### config.mk
export PLATFORM = sky130hd
export DESIGN_NAME = mmu_ctl_regs
export DESIGN_NICKNAME = d
export VERILOG_FILES = /design/src/rtl/mmu_ctl_pkg.sv /design/src/rtl/mmu_reg_file.sv /design/src/rtl/mmu_flush_dec.sv /design/src/rtl/mmu_probe_ctl.sv /design/src/rtl/mmu_ctl_regs.sv
export SDC_FILE = /design/constraint.sdc
export NUM_CORES = 1
export LEC_CHECK = 0
export ABC_AREA = 1
export BUFFER_PORTS_ARGS = -buffer_cell sky130_fd_sc_hd__buf_2
export CAP_MARGIN = 20
export CORE_AREA = 2 2 211 213
export CTS_CLUSTER_SIZE = 8
export DETAILED_ROUTE_END_ITERATION = 10
export DIE_AREA = 0 0 213 215
export GPL_ROUTABILITY_DRIVEN = 1
export PLACE_DENSITY = 0.77
export REMOVE_ABC_BUFFERS = 1
export SETUP_SLACK_MARGIN = 0.05
export SLEW_MARGIN = 20
export SYNTH_ARGS = -nofsm -noshare
export SYNTH_HDL_FRONTEND = slang
export SYNTH_SLANG_ARGS = --single-unit
export TNS_END_PERCENT = 30
### constraint.sdc
create_clock -name clk_i -period 3.9 [get_ports clk_i]
set_input_delay 0.195 -clock clk_i [delete_from_list [all_inputs] [get_ports clk_i]]
set_output_delay 0.195 -clock clk_i [all_outputs]
set_load 0.01 [all_outputs]
### src/rtl/mmu_ctl_pkg.sv
package mmu_ctl_pkg;
  localparam int unsigned ASI_W    = 8;
  localparam int unsigned IDX_LSB  = 8;
  localparam int unsigned PAGE_LSB = 12;

  localparam logic [ASI_W-1:0] ASI_MAINT = 8'h03;
  localparam logic [ASI_W-1:0] ASI_REGS  = 8'h04;

  localparam int REG_CTRL  = 0;
  localparam int REG_CTX   = 2;
  localparam int REG_FSTAT = 3;
  localparam int REG_FADDR = 4;

  localparam int CTRL_EN_BIT = 0;
  localparam int CTRL_NF_BIT = 1;

  localparam int unsigned LVL_MAX = 4;

  typedef enum logic {PR_IDLE, PR_WAIT} probe_st_e;
endpackage

### src/rtl/mmu_reg_file.sv
module mmu_reg_file
  import mmu_ctl_pkg::*;
#(
  parameter int unsigned DATA_W = 32,
  parameter int unsigned IDX_W  = 4
) (
  input  logic              clk_i,
  input  logic              rst_ni,
  input  logic              rd_en_i,
  input  logic              wr_en_i,
  input  logic [IDX_W-1:0]  idx_i,
  input  logic [DATA_W-1:0] wdata_i,
  input  logic              fault_log_i,
  input  logic [DATA_W-1:0] fault_stat_i,
  input  logic [DATA_W-1:0] fault_addr_i,
  output logic [DATA_W-1:0] rdata_o,
  output logic              chg_o
);
  localparam int unsigned NREG = 1 << IDX_W;
  localparam logic [DATA_W-1:0] CTRL_MASK =
    DATA_W'((1 << CTRL_EN_BIT) | (1 << CTRL_NF_BIT));

  logic [NREG-1:0][DATA_W-1:0] regs_q, regs_d;

  for (genvar g = 0; g < NREG; g++) begin : g_reg
    if (g == REG_CTRL) begin : g_ctrl
      logic hit;
      assign hit = wr_en_i && (idx_i == IDX_W'(g));
      assign regs_d[g] = hit ? ((regs_q[g] & ~CTRL_MASK) | (wdata_i & CTRL_MASK)) : regs_q[g];
    end else if (g == REG_FSTAT) begin : g_fstat
      logic rd_hit;
      assign rd_hit = rd_en_i && (idx_i == IDX_W'(g));
      // a new fault wins over the clear-on-read
      assign regs_d[g] = fault_log_i ? fault_stat_i : (rd_hit ? '0 : regs_q[g]);
    end else if (g == REG_FADDR) begin : g_faddr
      assign regs_d[g] = fault_log_i ? fault_addr_i : regs_q[g];
    end else begin : g_plain
      logic hit;
      assign hit = wr_en_i && (idx_i == IDX_W'(g));
      assign regs_d[g] = hit ? wdata_i : regs_q[g];
    end
  end

  always_ff @(posedge clk_i or negedge rst_ni) begin
    if (!rst_ni) regs_q <= '0;
    else         regs_q <= regs_d;
  end

  assign rdata_o = regs_q[idx_i];
  assign chg_o   = (regs_d[REG_CTRL] != regs_q[REG_CTRL]) ||
                   (regs_d[REG_CTX]  != regs_q[REG_CTX]);

  a_r3_ctrl_upper_kept: assert property (@(posedge clk_i) disable iff (!rst_ni)
    wr_en_i && idx_i == IDX_W'(REG_CTRL)
    |=> regs_q[REG_CTRL][DATA_W-1:2] == $past(regs_q[REG_CTRL][DATA_W-1:2]));

  a_r6_fstat_cleared: assert property (@(posedge clk_i) disable iff (!rst_ni)
    rd_en_i && idx_i == IDX_W'(REG_FSTAT) && !fault_log_i |=> regs_q[REG_FSTAT] == '0);

  a_r5_faddr_no_write: assert property (@(posedge clk_i) disable iff (!rst_ni)
    wr_en_i && idx_i == IDX_W'(REG_FADDR) && !fault_log_i |=> $stable(regs_q[REG_FADDR]));
endmodule

### src/rtl/mmu_flush_dec.sv
module mmu_flush_dec
  import mmu_ctl_pkg::*;
#(
  parameter int unsigned LVL_W = 4,
  parameter int unsigned VPN_W = 20
) (
  input  logic             clk_i,
  input  logic             rst_ni,
  input  logic             cmd_en_i,
  input  logic [LVL_W-1:0] level_i,
  input  logic [VPN_W-1:0] vpn_i,
  input  logic             reg_chg_i,
  output logic             flush_page_o,
  output logic [VPN_W-1:0] flush_vpn_o,
  output logic             flush_all_o
);
  logic lvl_page, lvl_all;
  assign lvl_page = (level_i == '0);
  assign lvl_all  = !lvl_page && (level_i <= LVL_W'(LVL_MAX));

  always_ff @(posedge clk_i or negedge rst_ni) begin
    if (!rst_ni) begin
      flush_page_o <= 1'b0;
      flush_all_o  <= 1'b0;
      flush_vpn_o  <= '0;
    end else begin
      flush_page_o <= cmd_en_i && lvl_page;
      flush_all_o  <= reg_chg_i || (cmd_en_i && lvl_all);
      if (cmd_en_i && lvl_page) flush_vpn_o <= vpn_i;
    end
  end

  a_r4_chg_flushes: assert property (@(posedge clk_i) disable iff (!rst_ni)
    reg_chg_i |=> flush_all_o);

  a_r8_high_level_quiet: assert property (@(posedge clk_i) disable iff (!rst_ni)
    cmd_en_i && level_i > LVL_W'(LVL_MAX) && !reg_chg_i |=> !flush_all_o && !flush_page_o);
endmodule

### src/rtl/mmu_probe_ctl.sv
module mmu_probe_ctl
  import mmu_ctl_pkg::*;
#(
  parameter int unsigned ADDR_W = 32,
  parameter int unsigned LVL_W  = 4
) (
  input  logic              clk_i,
  input  logic              rst_ni,
  input  logic              start_i,
  input  logic [ADDR_W-1:0] addr_i,
  input  logic [LVL_W-1:0]  level_i,
  input  logic              probe_valid_i,
  output logic              probe_req_o,
  output logic [ADDR_W-1:0] probe_addr_o,
  output logic [LVL_W-1:0]  probe_level_o,
  output logic              done_o
);
  probe_st_e st_q;

  always_ff @(posedge clk_i or negedge rst_ni) begin
    if (!rst_ni) begin
      st_q          <= PR_IDLE;
      probe_addr_o  <= '0;
      probe_level_o <= '0;
    end else begin
      unique case (st_q)
        PR_IDLE: if (start_i) begin
          st_q          <= PR_WAIT;
          probe_addr_o  <= addr_i;
          probe_level_o <= level_i;
        end
        PR_WAIT: if (probe_valid_i) st_q <= PR_IDLE;
        default: st_q <= PR_IDLE;
      endcase
    end
  end

  assign probe_req_o = (st_q == PR_WAIT);
  assign done_o      = probe_req_o && probe_valid_i;

  a_r9_req_held: assert property (@(posedge clk_i) disable iff (!rst_ni)
    probe_req_o && !probe_valid_i |=> probe_req_o && $stable(probe_addr_o) && $stable(probe_level_o));

  a_r9_req_level: assert property (@(posedge clk_i) disable iff (!rst_ni)
    probe_req_o |-> probe_level_o <= LVL_W'(LVL_MAX));
endmodule

### src/rtl/mmu_ctl_regs.sv
module mmu_ctl_regs
  import mmu_ctl_pkg::*;
#(
  parameter int unsigned ADDR_W = 32,
  parameter int unsigned DATA_W = 32,
  parameter int unsigned IDX_W  = 4
) (
  input  logic                       clk_i,
  input  logic                       rst_ni,
  input  logic [ASI_W-1:0]           asi_i,
  input  logic [ADDR_W-1:0]          addr_i,
  input  logic [DATA_W-1:0]          wdata_i,
  input  logic                       rd_i,
  input  logic                       wr_i,
  output logic [DATA_W-1:0]          rdata_o,
  output logic                       rvalid_o,
  output logic                       busy_o,
  output logic                       flush_page_o,
  output logic [ADDR_W-PAGE_LSB-1:0] flush_vpn_o,
  output logic                       flush_all_o,
  output logic                       probe_req_o,
  output logic [ADDR_W-1:0]          probe_addr_o,
  output logic [IDX_W-1:0]           probe_level_o,
  input  logic                       probe_valid_i,
  input  logic [DATA_W-1:0]          probe_data_i,
  input  logic                       fault_log_i,
  input  logic [DATA_W-1:0]          fault_stat_i,
  input  logic [DATA_W-1:0]          fault_addr_i
);
  localparam int unsigned VPN_W = ADDR_W - PAGE_LSB;

  logic [IDX_W-1:0]  field;
  logic              is_regs, is_maint, lvl_ok;
  logic              acc_rd, acc_wr, probe_start, probe_done;
  logic              reg_chg;
  logic [DATA_W-1:0] reg_rdata;

  assign field    = addr_i[IDX_LSB +: IDX_W];
  assign is_regs  = (asi_i == ASI_REGS);
  assign is_maint = (asi_i == ASI_MAINT);
  assign lvl_ok   = (field <= IDX_W'(LVL_MAX));

  assign acc_rd      = rd_i && !busy_o;
  assign acc_wr      = wr_i && !rd_i && !busy_o;
  assign probe_start = acc_rd && is_maint && lvl_ok;

  mmu_reg_file #(.DATA_W(DATA_W), .IDX_W(IDX_W)) u_regs (
    .clk_i, .rst_ni,
    .rd_en_i      (acc_rd && is_regs),
    .wr_en_i      (acc_wr && is_regs),
    .idx_i        (field),
    .wdata_i,
    .fault_log_i, .fault_stat_i, .fault_addr_i,
    .rdata_o      (reg_rdata),
    .chg_o        (reg_chg)
  );

  mmu_flush_dec #(.LVL_W(IDX_W), .VPN_W(VPN_W)) u_flush (
    .clk_i, .rst_ni,
    .cmd_en_i     (acc_wr && is_maint),
    .level_i      (field),
    .vpn_i        (addr_i[ADDR_W-1:PAGE_LSB]),
    .reg_chg_i    (reg_chg),
    .flush_page_o, .flush_vpn_o, .flush_all_o
  );

  mmu_probe_ctl #(.ADDR_W(ADDR_W), .LVL_W(IDX_W)) u_probe (
    .clk_i, .rst_ni,
    .start_i      (probe_start),
    .addr_i,
    .level_i      (field),
    .probe_valid_i,
    .probe_req_o, .probe_addr_o, .probe_level_o,
    .done_o       (probe_done)
  );

  assign busy_o = probe_req_o;

  always_ff @(posedge clk_i or negedge rst_ni) begin
    if (!rst_ni) begin
      rvalid_o <= 1'b0;
      rdata_o  <= '0;
    end else begin
      rvalid_o <= (acc_rd && !probe_start) || probe_done;
      if (probe_done)             rdata_o <= probe_data_i;
      else if (acc_rd && is_regs) rdata_o <= reg_rdata;
      else if (acc_rd)            rdata_o <= '0;
    end
  end

  a_r2_reg_load_resp: assert property (@(posedge clk_i) disable iff (!rst_ni)
    rd_i && !busy_o && is_regs |=> rvalid_o);

  a_r9_done_resp: assert property (@(posedge clk_i) disable iff (!rst_ni)
    probe_req_o && probe_valid_i |=> rvalid_o && rdata_o == $past(probe_data_i));

  a_r10_other_space_zero: assert property (@(posedge clk_i) disable iff (!rst_ni)
    rd_i && !busy_o && !is_regs && !is_maint |=> rvalid_o && rdata_o == '0);

  a_r11_busy_no_flush: assert property (@(posedge clk_i) disable iff (!rst_ni)
    busy_o |=> !flush_page_o && !flush_all_o);

  a_r8_flush_onehot: assert property (@(posedge clk_i) disable iff (!rst_ni)
    $onehot0({flush_page_o, flush_all_o}));
endmodule

==> reports/results.ini, run 1 <==
[critical_path]
reg2reg_slack_ps = 1290
critical_path_class = reg2reg
path_cells = inv_1, nand3_1, inv_1, nand2_2, nor2_4, buf_4, nand3_1, nand2_1, inv_1, nand2_1, nor2_1, nand2_1, nor2_1, nand3_1
r2r_start = u_probe.probe_req_o
arrival_ps = 3130
setup.worst_path.start_class = register
end_kind = register
reg2reg_depth = 14
crit_fanout = 60
critPathSlowestCell = buf_4
cp.required_ps = 4420
cp_slowest_stage_delay_ps = 540
r2r_end = u_flush.flush_all_o

[power]
leakagePower_nw = 14.7
power_density_nw_per_um2 = 433
ir_drop_mv = 0.312

[synth]
synthTopCellsByCount = nand2_1 (840), dfrtp_1 (570), o21ai_0 (497), a22oi_1 (185), clkbuf_1 (167)
synth_top_area_cell = dfrtp_1
yosysTopAreaCellShare_pct = 57.9
synth.avg_cell_area_um2 = 8.75
synth_edf_count = 0
yosysSeqAreaShare_pct = 57.9
netlist_top_cells_area = dfrtp_1 (58%), nand2_1 (13%), o21ai_0 (10%)
synthFlopType = dfrtp_1
netlist_instances = 2816
yosys_warnings = 0
yosysMostFrequentCell = nand2_1
async_flop_share_pct = 100
syn_area_um2 = 24700
synth_seq_cells = 570
synth_cell_types = 29

[final_layout]
n_fill_cell = 3259
final_core_util_pct = 69.1
finalNetCount = 3337
regArea_um2 = 14300
multi_input_area_um2 = 9070
diodes = 0
drive_gt1_share_pct = 13.9
fin_cells = 3760
design_area_um2 = 30200
syn2layout_area_growth_pct = 22.3

[floorplanning]
core_area_um2 = 43600
pin_count = 267
dieArea_um2 = 45800
row_count = 77
start_util_pct = 56.5
die_y_um = 215
die_w_um = 213

[clocking]
clock_path_buffers = 3
cts_sinks = 570
cts_resized = 0
path_clk_slew_ps = 50
cts_tree = built
cts_root_buf = clkbuf_16
cts_setup_buffers = 0
cts_hold_buf = 160
cts_htree_levels = 3
numCtsBuffers = 81
insertion_delay_ps = 600

[detailed_routing]
final_antenna_net_count = 0
drtIter0Drc = 3124
drc = 0
vias = 22982
wl_um = 80800
wl_per_cell_um = 21.5
vias_per_cell = 6.11
first_pass_iters = 6

[timing]
hold_viol_final = 0
setup_viol = 0
min_period_ps = 2610
worstMarginPinSlew_ps = 883
finClkSkew_ps = 19.4
grt_setup_unrepaired = no
tns_ps = 0
period_share_pct = 66.8
hold_ws_ps = 5.54
slew_violations = 0
max-slew-margin-rel_pct = 41.1
fmax_mhz = 384

[place]
gp_congestion = 0.921
dp_hpwl_um = 47000
portBuffers = 266
placed_area_um2 = 26400
dp_cells = 3511

[flow_run]
cap_violations = 0

[grt]
met2_usage_pct = 54.5
first_global_vias = 22665
grt_max_degree = 107
grt-busiest-layer = met2
grt_util_met1_pct = 47.6
grt_use_met3_pct = 7.86
grt_usage_pct = 35.6
antenna_found_initial = 0
grt_first_pass_wirelength_um = 126000
grt_overflow = 0

[status]
status = completed

[worst_hold_path]
hold_end = u_probe.probe_level_o[2]
hold_path_class = in2reg
whs_path_depth = 3
min-delay-start = addr_i[10]

==> critical path, delay by kind of cell, from the launching register on <==
| family | cells | cell delay (ps) |
|---|---|---|
| simple gates | 10 | 1230 |
| buf+inv | 4 | 840 |
| flops | 1 | 440 |
==> cells by family (layout without fill, tap and decap cells) <==
kind of cell / count (synthesis) / in the layout / synth area share, %
buffers and inverters: 347 / 699 / 5.54
AO/OA/AOI/OAI: 852 / 852 / 19.6
flip-flops: 570 / 570 / 57.9
AND/OR/NAND/NOR: 1047 / 1047 / 17.0
==> cell usage in the layout (no fill, tap or decap), types with 19 or more instances in the layout <==
cell and instances:
a21oi_1 86, buf_2 265, dfrtp_1 570, nand2_1 834
nand4_1 19, o31ai_1 29, o21ai_0 497, o21ai_1 44
buf_4 45, a22oi_1 185, nand3_1 106, inv_1 125
clkbuf_16 83, dlygate4sd3_1 160, nor2_1 59
==> per-layer routing <==
layer / routed length [um] / up-vias
met4: 4420 / 0
met3: 8630 / 269
met5: 0 / -
met2: 36700 / 1531
li1: - / 10112
met1: 31100 / 11070
==> cell type report <==
| cell class | count | share of cell area, % |
|---|---|---|
| clock buffers | 84 | 6.90 |
| clock inverters | 4 | 0.112 |
| inverters | 130 | 1.63 |
| multi-input cells | 1899 | 30.1 |
| flip-flops and latches | 570 | 47.3 |
| well taps | 592 | 2.46 |
| repair buffers | 481 | 11.5 |
==> worst max-delay path by stage <==
stage	slack [ps]	to	startpoint	depth (start not counted)
5_1_grt	1000	u_flush.flush_all_o	u_probe.probe_req_o	12
2_1_floorplan	-980	u_regs.regs_q[289]	addr_i[8]	4
6_report	1290	u_flush.flush_all_o	u_probe.probe_req_o	14
3_3_place_gp	1320	u_flush.flush_all_o	asi_i[7]	14
3_5_place_dp	1270	u_flush.flush_all_o	asi_i[7]	14
4_1_cts	1340	u_flush.flush_all_o	u_probe.probe_req_o	14
==> sequential cells by signal, indices dropped and copies added, names as in the netlist <==
name,count
u_probe.probe_req_o,1
u_regs.regs_q,482
rdata_o,32
u_flush.flush_all_o,1
u_flush.flush_page_o,1
u_probe.probe_level_o,3
u_flush.flush_vpn_o,20
u_probe.probe_addr_o,29
rvalid_o,1
==> where the power goes <==
group / internal [mW] / switching [mW]
logic: 0.280 / 0.580
clock network: 3.72 / 2.42
registers: 6.00 / 0.0441
==> stage by stage <==
stage	setup slack (ps)	power, mW
after detailed placement	1270	6.85
after floorplan	-979	6.38
after global placement	1320	6.83
after CTS	1340	13.1
after global routing	1000	13.4
final	1290	13.0
Power figures use the tool's default switching activity.
==> run 2: changes to the inputs <==
- CORE_AREA: 2 2 211 213 -> 2 2 219 221
- DIE_AREA: 0 0 213 215 -> 0 0 221 223
- PLACE_DENSITY: 0.77 -> 0.76
- clock period: 3.9 -> 2.39 ns (I/O delays scaled with it)
==> run 2 against run 1 <==
First-iteration DRC count down 7.3%. Cell area rose by 1.3%. Sequential power increased by 63%. Combinational power is 67% higher. Non-clock buffer count rose by 32. Core utilization shrank 4.3 points. Worst setup slack got worse by 1000 ps. Highest routed layer unchanged. Worst hold slack better by 45 ps. Fmax up 24%.
==> reports/results.ini, run 2 (synthesis results as in run 1) <==
[detailed_routing]
drtIter0Drc = 2897  ; was 3124
vias = 22941  ; was 22982
vias_per_cell = 6.01  ; was 6.11
first_pass_iters = 8  ; was 6
final_antenna_net_count = 0  ; unchanged
wl_per_cell_um = 21.1  ; was 21.5 um
wl_um = 80500  ; was 80800 um
drc = 0  ; unchanged

[final_layout]
largest_register_ffs = 482  ; unchanged
design_area_um2 = 30600  ; was 30200 um^2
final_common_cell = nand2_1  ; unchanged
n_fill_cell = 3685  ; was 3259
finalNetCount = 3369  ; was 3337
final_core_util_pct = 64.8  ; was 69.1%
final_cell_mix = nand2_1 (834), dfrtp_1 (570), o21ai_0 (497)  ; unchanged
regMostFlops = u_regs.regs_q  ; unchanged
top_regs = u_regs.regs_q x482, rdata_o x32, u_probe.probe_addr_o x29  ; unchanged
syn2layout_area_growth_pct = 24.0  ; was 22.3%
diodes = 0  ; unchanged
drive_gt1_share_pct = 14.7  ; was 13.9%

[timing]
max-slew-margin-rel_pct = 38.7  ; was 41.1%
hold_viol_final = 0  ; unchanged
grt_setup_unrepaired = no  ; unchanged
setup_viol = 0  ; unchanged
hold_ws_ps = 50.8  ; was 5.54 ps
finClkSkew_ps = 8.95  ; was 19.4 ps
period_share_pct = 88.2  ; was 66.8%
fmax_mhz = 475  ; was 384 MHz
worstMarginPinSlew_ps = 919  ; was 883 ps
setup_ws_ps = 283  ; was 1290 ps
slew_violations = 0  ; unchanged
min_period_ps = 2110  ; was 2610 ps

[clocking]
cts_setup_buffers = 0  ; unchanged
cts_htree_levels = 3  ; unchanged
cts_root_buf = clkbuf_16  ; unchanged
cts_hold_buf = 161  ; was 160
clock_path_buffers = 3  ; unchanged
cts_tree = built  ; unchanged
numCtsBuffers = 81  ; unchanged
cts_sinks = 570  ; unchanged
path_clk_slew_ps = 50  ; about the same
cts_resized = 0  ; unchanged
insertion_delay_ps = 610  ; was 600 ps

[floorplanning]
start_util_pct = 52.3  ; was 56.5%
pin_count = 267  ; unchanged
row_count = 80  ; was 77
die_w_um = 221  ; was 213 um
dieArea_um2 = 49300  ; was 45800 um^2
core_area_um2 = 47100  ; was 43600 um^2
die_y_um = 223  ; was 215 um

[power]
swShare_pct = 23.2  ; was 23.3%
p_sw_mw = 4.98  ; was 3.04 mW
leakagePower_nw = 14.8  ; was 14.7 nW
power_density_nw_per_um2 = 702  ; was 433 nW/um^2
seqPwrFrac_pct = 46.0  ; was 46.4%
total_power_mw = 21.5  ; was 13.0 mW
ir_drop_mv = 0.542  ; was 0.312 mV
p_clk_share_pct = 47.3  ; was 47.0%
power.internal_mw = 16.5  ; was 10.0 mW
p_comb_share_pct = 6.7  ; was 6.6%

[critical_path]
end_kind = register  ; unchanged
r2r_end = u_regs.regs_q[349]  ; was u_flush.flush_all_o
crit_fanout = 46  ; was 60
cp.required_ps = 2840  ; was 4420 ps
critical_path_class = reg2reg  ; unchanged
setup.worst_path.start_class = register  ; unchanged
reg2reg_depth = 9  ; was 14
reg2reg_slack_ps = 280  ; was 1290 ps
arrival_ps = 2560  ; was 3130 ps
r2r_start = u_probe.probe_req_o  ; unchanged
crit_start = u_probe.probe_req_o  ; unchanged

[place]
dp_hpwl_um = 49800  ; was 47000 um
portBuffers = 266  ; unchanged
placed_area_um2 = 26800  ; was 26400 um^2
pre_cts_ws_ps = 340  ; was 1270 ps
gp_congestion = 0.916  ; was 0.921

[worst_hold_path]
min-delay-start = fault_log_i  ; was addr_i[10]
whs_path_depth = 4  ; was 3
hold_path_class = in2reg  ; unchanged
hold_end = u_regs.regs_q[152]  ; was u_probe.probe_level_o[2]

[grt]
grt_overflow = 0  ; unchanged
first_global_vias = 22547  ; was 22665
grt_first_pass_wirelength_um = 125000  ; was 126000 um
grt_usage_pct = 32.4  ; was 35.6%
grt_max_degree = 86  ; was 107
antenna_found_initial = 0  ; unchanged

[status]
status = completed  ; unchanged

[flow_run]
cap_violations = 0  ; unchanged

[run 2: power groups by stage]
stage | Clock [mW] | Combinational, mW | Sequential, mW
floorplan | 0 | 0.406 | 10.0
global placement | 0 | 1.18 | 10.0
detailed placement | 0 | 1.20 | 10.0
CTS | 10.2 | 1.41 | 9.88
global route | 10.7 | 1.55 | 9.88
finish | 10.1 | 1.44 | 9.88
[run 2: cell type report]
class	count	area (um^2)	share of cell area (%)
flip-flops and latches	570	14300	46.7
inverters	130	490	1.60
well taps	615	769	2.52
multi-input cells	1899	9070	29.7
clock inverters	3	25.0	0.0819
repair buffers	513	3810	12.5
clock buffers	86	2130	6.97
[run 2: through the flow]
stage	TNS, ps	std cells
finish	0	3816
global route	0	3816
CTS	0	3816
detailed placement	0	3566
global placement	0	3566
floorplan	-691240	2599
[run 2: critical path, stage by stage (launching register included)]
cell     delay, ps
dfrtp_1        430
inv_1           90
nand3_1         90
inv_1          100
nand2_2        170
nor2_1         390
nand2_2         90
buf_4          340
nand2_1        130
o21ai_0         90
[run 2: how the worst max path moves through the flow]
| stage | endpoint | slack, ps | cells after the start |
|---|---|---|---|
| finish | u_regs.regs_q[349] | 280 | 9 |
| global route | u_flush.flush_all_o | 130 | 12 |
| CTS | u_flush.flush_all_o | 330 | 12 |
| detailed placement | u_flush.flush_all_o | 340 | 12 |
| global placement | u_flush.flush_all_o | 350 | 12 |
| floorplan | u_regs.regs_q[289] | -2410 | 4 |
[run 2: layer usage]
| metal | track usage (%) | share of wire [%] | up-vias |
|---|---|---|---|
| li1 | - | - | 10168 |
| met1 | 43.1 | 39 | 11104 |
| met2 | 50.2 | 46 | 1439 |
| met3 | 7.32 | 10 | 230 |
| met4 | 16.3 | 4.4 | 0 |
| met5 | 0 | 0 | - |
